===== src/rtl/urt_router_pkg.sv =====
package urt_router_pkg;

    typedef enum logic [1:0] {
        MODE_NORMAL = 2'd0,
        MODE_ECHO   = 2'd1,
        MODE_LLOOP  = 2'd2,
        MODE_RLOOP  = 2'd3
    } chan_mode_e;

    typedef enum logic {
        CTL_IDLE  = 1'b0,
        CTL_PULSE = 1'b1
    } ctl_state_e;

    // control bit positions
    localparam int unsigned CB_RX_RST = 0;
    localparam int unsigned CB_TX_RST = 1;
    localparam int unsigned CB_EN0    = 2;   // enable of direction d at CB_EN0 + 2*d
    localparam int unsigned CB_BRK_ON = 7;
    localparam int unsigned CB_BRK_OFF = 8;

endpackage


===== src/rtl/urt_ctl_seq.sv =====
module urt_ctl_seq
    import urt_router_pkg::*;
#(
    parameter int unsigned CTL_W   = 9,
    parameter logic [CTL_W-1:0] CTL_RST = 9'h128
) (
    input  logic             clk,
    input  logic             rst_n,
    input  logic             ctl_we,
    input  logic [CTL_W-1:0] ctl_wdata,
    output logic [CTL_W-1:0] ctl_q,
    output logic [1:0]       dir_act,
    output logic             rx_rst_pulse,
    output logic             tx_rst_pulse,
    output logic             brk_req
);

    localparam int unsigned NUM_DIR = 2;

    ctl_state_e state_q, state_d;

    always_comb begin
        state_d = state_q;
        unique case (state_q)
            CTL_IDLE:  state_d = ctl_we ? CTL_PULSE : CTL_IDLE;
            CTL_PULSE: state_d = ctl_we ? CTL_PULSE : CTL_IDLE;
            default:   state_d = CTL_IDLE;
        endcase
    end

    always_ff @(posedge clk or negedge rst_n) begin
        if (!rst_n) begin
            state_q <= CTL_IDLE;
        end else begin
            state_q <= state_d;
        end
    end

    always_ff @(posedge clk or negedge rst_n) begin
        if (!rst_n) begin
            ctl_q <= CTL_RST;
        end else if (ctl_we) begin
            ctl_q <= ctl_wdata;
        end else if (state_q == CTL_PULSE) begin
            ctl_q[CB_RX_RST] <= 1'b0;
            ctl_q[CB_TX_RST] <= 1'b0;
        end
    end

    always_comb begin
        rx_rst_pulse = (state_q == CTL_PULSE) && ctl_q[CB_RX_RST];
        tx_rst_pulse = (state_q == CTL_PULSE) && ctl_q[CB_TX_RST];
        brk_req      = ctl_q[CB_BRK_ON] && !ctl_q[CB_BRK_OFF];
    end

    for (genvar d = 0; d < NUM_DIR; d++) begin : g_dir
        localparam int unsigned EN_B  = CB_EN0 + 2 * d;
        localparam int unsigned DIS_B = EN_B + 1;
        assign dir_act[d] = ctl_q[EN_B] && !ctl_q[DIS_B];
    end

endmodule


===== src/rtl/urt_route.sv =====
module urt_route
    import urt_router_pkg::*;
#(
    parameter int unsigned DATA_W = 8,
    parameter logic [DATA_W-1:0] BRK_BYTE = '0
) (
    input  logic              clk,
    input  logic              rst_n,
    input  logic [1:0]        chan_mode,
    input  logic              rx_active,
    input  logic              tx_active,
    input  logic              line_vld,
    input  logic [DATA_W-1:0] line_byte,
    input  logic              line_brk,
    input  logic              host_we,
    input  logic [DATA_W-1:0] host_byte,
    output logic              tx_push,
    output logic [DATA_W-1:0] tx_byte,
    output logic              rx_push,
    output logic [DATA_W-1:0] rx_byte
);

    chan_mode_e  mode;
    logic        rx_go, tx_go;
    logic [DATA_W-1:0] rx_val, tx_val;

    assign mode = chan_mode_e'(chan_mode);

    always_comb begin
        rx_go  = 1'b0;
        tx_go  = 1'b0;
        rx_val = line_byte;
        tx_val = line_byte;
        unique case (mode)
            MODE_NORMAL: begin
                rx_go  = line_vld || line_brk;
                rx_val = line_vld ? line_byte : BRK_BYTE;
                tx_go  = host_we;
                tx_val = host_byte;
            end
            MODE_ECHO: begin
                rx_go  = line_vld || line_brk;
                rx_val = line_vld ? line_byte : BRK_BYTE;
                tx_go  = line_vld;
            end
            MODE_LLOOP: begin
                rx_go  = host_we;
                rx_val = host_byte;
            end
            MODE_RLOOP: begin
                tx_go  = line_vld;
            end
            default: ;
        endcase
    end

    always_ff @(posedge clk or negedge rst_n) begin
        if (!rst_n) begin
            rx_push <= 1'b0;
            tx_push <= 1'b0;
            rx_byte <= '0;
            tx_byte <= '0;
        end else begin
            rx_push <= rx_go && rx_active;
            tx_push <= tx_go && tx_active;
            if (rx_go) rx_byte <= rx_val;
            if (tx_go) tx_byte <= tx_val;
        end
    end

endmodule


===== src/rtl/urt_mode_router.sv =====
module urt_mode_router
    import urt_router_pkg::*;
#(
    parameter int unsigned DATA_W = 8,
    parameter int unsigned CTL_W  = 9,
    parameter logic [CTL_W-1:0] CTL_RST = 9'h128
) (
    input  logic              clk,
    input  logic              rst_n,
    input  logic [1:0]        chan_mode,
    input  logic              ctl_we,
    input  logic [CTL_W-1:0]  ctl_wdata,
    output logic [CTL_W-1:0]  ctl_q,
    output logic              rx_active,
    output logic              tx_active,
    input  logic              line_vld,
    input  logic [DATA_W-1:0] line_byte,
    input  logic              line_brk,
    input  logic              host_we,
    input  logic [DATA_W-1:0] host_byte,
    output logic              tx_push,
    output logic [DATA_W-1:0] tx_byte,
    output logic              rx_push,
    output logic [DATA_W-1:0] rx_byte,
    output logic              rx_rst_pulse,
    output logic              tx_rst_pulse,
    output logic              brk_req
);

    logic [1:0] dir_act;

    urt_ctl_seq #(.CTL_W(CTL_W), .CTL_RST(CTL_RST)) u_ctl (
        .clk          (clk),
        .rst_n        (rst_n),
        .ctl_we       (ctl_we),
        .ctl_wdata    (ctl_wdata),
        .ctl_q        (ctl_q),
        .dir_act      (dir_act),
        .rx_rst_pulse (rx_rst_pulse),
        .tx_rst_pulse (tx_rst_pulse),
        .brk_req      (brk_req)
    );

    assign rx_active = dir_act[0];
    assign tx_active = dir_act[1];

    urt_route #(.DATA_W(DATA_W)) u_route (
        .clk       (clk),
        .rst_n     (rst_n),
        .chan_mode (chan_mode),
        .rx_active (rx_active),
        .tx_active (tx_active),
        .line_vld  (line_vld),
        .line_byte (line_byte),
        .line_brk  (line_brk),
        .host_we   (host_we),
        .host_byte (host_byte),
        .tx_push   (tx_push),
        .tx_byte   (tx_byte),
        .rx_push   (rx_push),
        .rx_byte   (rx_byte)
    );

endmodule


===== config.mk =====
export PLATFORM = sky130hd
export DESIGN_NAME = urt_mode_router
export DESIGN_NICKNAME = d
export VERILOG_FILES = /design/src/rtl/urt_router_pkg.sv /design/src/rtl/urt_ctl_seq.sv /design/src/rtl/urt_route.sv /design/src/rtl/urt_mode_router.sv
export SDC_FILE = /design/constraint.sdc
export NUM_CORES = 1
export LEC_CHECK = 0
export BUFFER_PORTS_ARGS = -buffer_cell sky130_fd_sc_hd__buf_2
export CORE_MARGIN = 3
export CORE_UTILIZATION = 48
export DETAILED_ROUTE_END_ITERATION = 10
export GPL_TIMING_DRIVEN = 0
export PLACE_DENSITY = 0.93
export SYNTH_ARGS = -nofsm -noshare
export SYNTH_HDL_FRONTEND = slang
export SYNTH_SLANG_ARGS = --single-unit

===== constraint.sdc =====
create_clock -name clk -period 1.2 [get_ports clk]
set_input_delay 0.24 -clock clk [delete_from_list [all_inputs] [get_ports clk]]
set_output_delay 0.24 -clock clk [all_outputs]
set_load 0.1 [all_outputs]

==> run summary <==
The path type of the worst min-delay path is in -> reg. The run gives 0.00129 ns as the clock skew after layout. Synthesis produced a netlist with a net count of 118. Summed over all layers, the global routing overflow is 0.

The async set-or-reset flop fraction in the synthesized netlist is 1.00. In this design, the largest share of critical-path delay is due to flip-flops. Detailed placement finished with a half-perimeter wire length of 2220 um. Setup repair after global routing could not meet its margin everywhere. Of all cell types, the one taking the most synthesized area is sky130_fd_sc_hd__dfrtp_1. The run finished, with violations left. Data on the critical path arrives at its endpoint at 1.21 ns. Traced cell by cell, the critical path runs through and2_4 -> buf_12. The level count of the clock H-tree is 1, and the total power is 3.97 mW.

In this run the deepest clock path goes through 2 buffers. The aggregate global-route resource usage is 0.251, and the area fraction of the dominant cell type after synthesis is 0.480. The worst setup path is captured at an output pin. The period utilization is 1.21.

In this run, the number of DRC markers left after iteration 0 of detailed routing was 52. Synthesis produced a netlist whose cell count is 85. Final count of pins violating max slew: 0.

A synthesized cell averages 15.3 sq um. The height of the chip came out at 58.1 um. Setup violations remaining at the end of the flow were counted as 30.

For the post-route DRC violation count, the log shows 0. The number of hold-slack violations in the final timing report was 1. The die width is 58.1 um. The final layout contains 196 nets. The finished cells cover 2290 sq um. The leakage power is 1.05 nW.

The logs give 613 sq um for the area of the multi-input gates and 0.540 for the part of the Yosys area used for sequential elements. The logs give 0.909 for the final core utilization and 0 for the number of maximum-capacitance constraint violations. The total area inside the core boundary comes to 2520 sq um. The largest single stage delay on the critical path is 0.54 ns. The routed design could run at a clock period as short as 1.45 ns. The tightest slew margin relative to the limit came out at 0.592. At the pin with the least slew margin, the transition time is 0.612 ns. The number of buffers and inverters on the critical path is 1. Area taken by flip-flops and latches: 744 sq um. After clock tree synthesis, the clock-pin slew on the worst setup and hold paths is 0.17 ns. The cell chosen for the clock root was sky130_fd_sc_hd__clkbuf_4. The number of global-route vias before repair is 1,214. The final weighted congestion of routability-driven global placement is 0.664, and the maximum clock rate is 0.691 GHz.

The initial standard-cell utilization of the core is 0.517, and the die area is 3380 sq um. The synthesized design contains 28 register bits. The antenna diode instance count is 0. The worst setup path is of the reg -> out kind. The worst hold slack was -0.00584 ns. The total of buffers placed on input and output ports works out to 64. In this run the remaining antenna-violating nets after routing total 0. For the number of distinct library cells after synthesis, the log shows 15.

Entering global routing, the biggest net connects 29 pins. The share of final-layout standard cells stronger than drive strength 1 was 0.938; the CTS sink count was 28. After detailed routing, the number of vias per cell comes to 5.81. The commonest cells after synthesis are sky130_fd_sc_hd__mux2_2 (32), sky130_fd_sc_hd__dfrtp_1 (25), sky130_fd_sc_hd__a22o_2 (8).

TritonCTS built the clock tree. The worst slack at placement was -0.279 ns. Library cell with the highest instance count after synthesis: sky130_fd_sc_hd__mux2_2.

STA classifies the critical path startpoint as a register. The final routed wire length divided by cell count works out to 24.5 um. In the post-synthesis netlist, the biggest area contributors are sky130_fd_sc_hd__dfrtp_1 (48%), sky130_fd_sc_hd__mux2_2 (28%), sky130_fd_sc_hd__a22o_2 (6.1%). The mapped netlist covers 1300 sq um. The critical path required time is 0.96 ns, and the worst setup slack after layout is -0.246 ns. Counting flops with a built-in enable in the synthesized netlist gives 0.

The routed design has 4710 um of wire. Detailed-route via count: 1,115. The run gives -2.89 ns as the sum of negative setup slack.

The area added between synthesis and finish is 75.9%. The number of fillers in the final layout is 92, and the first-pass GRT wire length is 6220 um. Flip-flop cell with the highest count after synthesis: sky130_fd_sc_hd__dfrtp_1.

The first TritonRoute pass finished after 4 iterations. For the worst-skew pair, the clock arrives at the later sink with an insertion delay of 0.35 ns. The initial antenna violation count came out at 0. After detailed placement, the total cell area comes to 1730 sq um.

For this design the ratio of total power to cell area is 1730 nW/um^2. The final reports fail on hold timing, setup timing. VDD sags by at most 1.43 mV. The count of warnings emitted by yosys was 0; the largest driver fanout on the critical path was 3. In this run the core area contains 18 standard-cell rows. For this design the top-level I/O count stands at 65.

TritonCTS created 3 clock buffers. For this design, the slowest cell found on the critical path is sky130_fd_sc_hd__dfrtp_4.
==> what timing repair did <==
item | CTS | global route
setup endpoints to repair | 32 | 32
resized for setup | 94 | 26
hold endpoints to repair | 25 | 0
hold buffers | 1 | 0
pin swaps | 2 | 0
setup buffers | 4 | 4
==> final cells by class <==
| cell class | count | area share |
|---|---|---|
| clock buffer | 3 | 0.00982 |
| multi-input combinational | 55 | 0.267 |
| buffer | 2 | 0.00655 |
| tap | 30 | 0.0164 |
| sequential | 28 | 0.325 |
| clock inverter | 1 | 0.0131 |
| timing repair buffer | 73 | 0.362 |
==> report_power, final <==
group	leakage [nW]	switching, mW	total (mW)	internal, mW
logic	0.706	1.31	2.07	0.756
registers	0.311	0.155	1.26	1.11
clock network	0.0279	0.307	0.646	0.338
total	1.05	1.77	3.97	2.20
==> through the flow <==
| stage | hold WS, ns | instances |
|---|---|---|
| after global routing | -0.0249 | 192 |
| after global placement | 0.273 | 179 |
| after detailed placement | 0.299 | 179 |
| final | -0.00584 | 192 |
| after floorplan | -0.0556 | 85 |
| after CTS | 0.0102 | 188 |
==> registers in the layout (all words and copies together), names as in the netlist <==
signal           cells
u_route.tx_byte      8
u_ctl.ctl_q          9
u_route.tx_push      1
u_route.rx_push      1
u_ctl.state_q        1
u_route.rx_byte      8
==> cell usage in the layout, fill, tap and decap left out <==
| cell | n |
|---|---|
| sky130_fd_sc_hd__a22o_1 | 2 |
| sky130_fd_sc_hd__a22o_2 | 8 |
| sky130_fd_sc_hd__a22oi_4 | 1 |
| sky130_fd_sc_hd__and2_4 | 3 |
| sky130_fd_sc_hd__buf_12 | 24 |
| sky130_fd_sc_hd__buf_2 | 32 |
| sky130_fd_sc_hd__buf_4 | 6 |
| sky130_fd_sc_hd__buf_6 | 5 |
| sky130_fd_sc_hd__buf_8 | 6 |
| sky130_fd_sc_hd__bufinv_16 | 1 |
| sky130_fd_sc_hd__clkbuf_1 | 1 |
| sky130_fd_sc_hd__clkbuf_4 | 3 |
| sky130_fd_sc_hd__dfrtp_1 | 3 |
| sky130_fd_sc_hd__dfrtp_2 | 17 |
| sky130_fd_sc_hd__dfrtp_4 | 5 |
| sky130_fd_sc_hd__dfstp_2 | 3 |
| sky130_fd_sc_hd__dlygate4sd3_1 | 1 |
| sky130_fd_sc_hd__mux2_2 | 32 |
| sky130_fd_sc_hd__nor2_1 | 2 |
| sky130_fd_sc_hd__nor2_4 | 1 |
| sky130_fd_sc_hd__nor2b_1 | 1 |
| sky130_fd_sc_hd__nor2b_4 | 4 |
| sky130_fd_sc_hd__o2bb2ai_4 | 1 |
==> kinds of logic (layout without fill, tap and decap cells) <==
logic type	after synthesis	count (layout)	share of synthesized area
flops	28	28	0.540
compound gates	12	12	0.112
buf+inv	2	79	0.0115
mux	32	32	0.276
simple gates	11	11	0.0595
==> path summary, 6_finish.rpt <==
path | start | endpoint | slack, ns | depth (start not counted)
max | u_ctl.ctl_q[1] | tx_rst_pulse | -0.25 | 2
max reg2reg | u_ctl.ctl_q[3] | u_route.rx_push | 0.02 | 4
min | ctl_we | u_ctl.state_q | -0.006 | 1
min in group asynchronous | rst_n | u_ctl.ctl_q[1] | 0.43 | 2
min reg2reg | u_route.rx_byte[7] | u_route.rx_byte[7] | 0.56 | 1
max in group asynchronous | rst_n | u_ctl.ctl_q[7] | 0.32 | 2
==> worst reg2reg max path, stage by stage, from the launching register on <==
cell and delay, ns:
sky130_fd_sc_hd__dfstp_2 0.63, sky130_fd_sc_hd__nor2b_4 0.06, sky130_fd_sc_hd__buf_4 0.13, sky130_fd_sc_hd__buf_4 0.13
sky130_fd_sc_hd__and2_4 0.15
==> metal layers <==
layer / vias up / GRT usage / wire (um)
li1: 469 / - / -
met1: 570 / 0.265 / 1610
met2: 57 / 0.481 / 2650
met3: 19 / 0.0267 / 200
met4: 0 / 0.132 / 246
met5: - / 0 / 0
(Power assumes the default switching activity.)
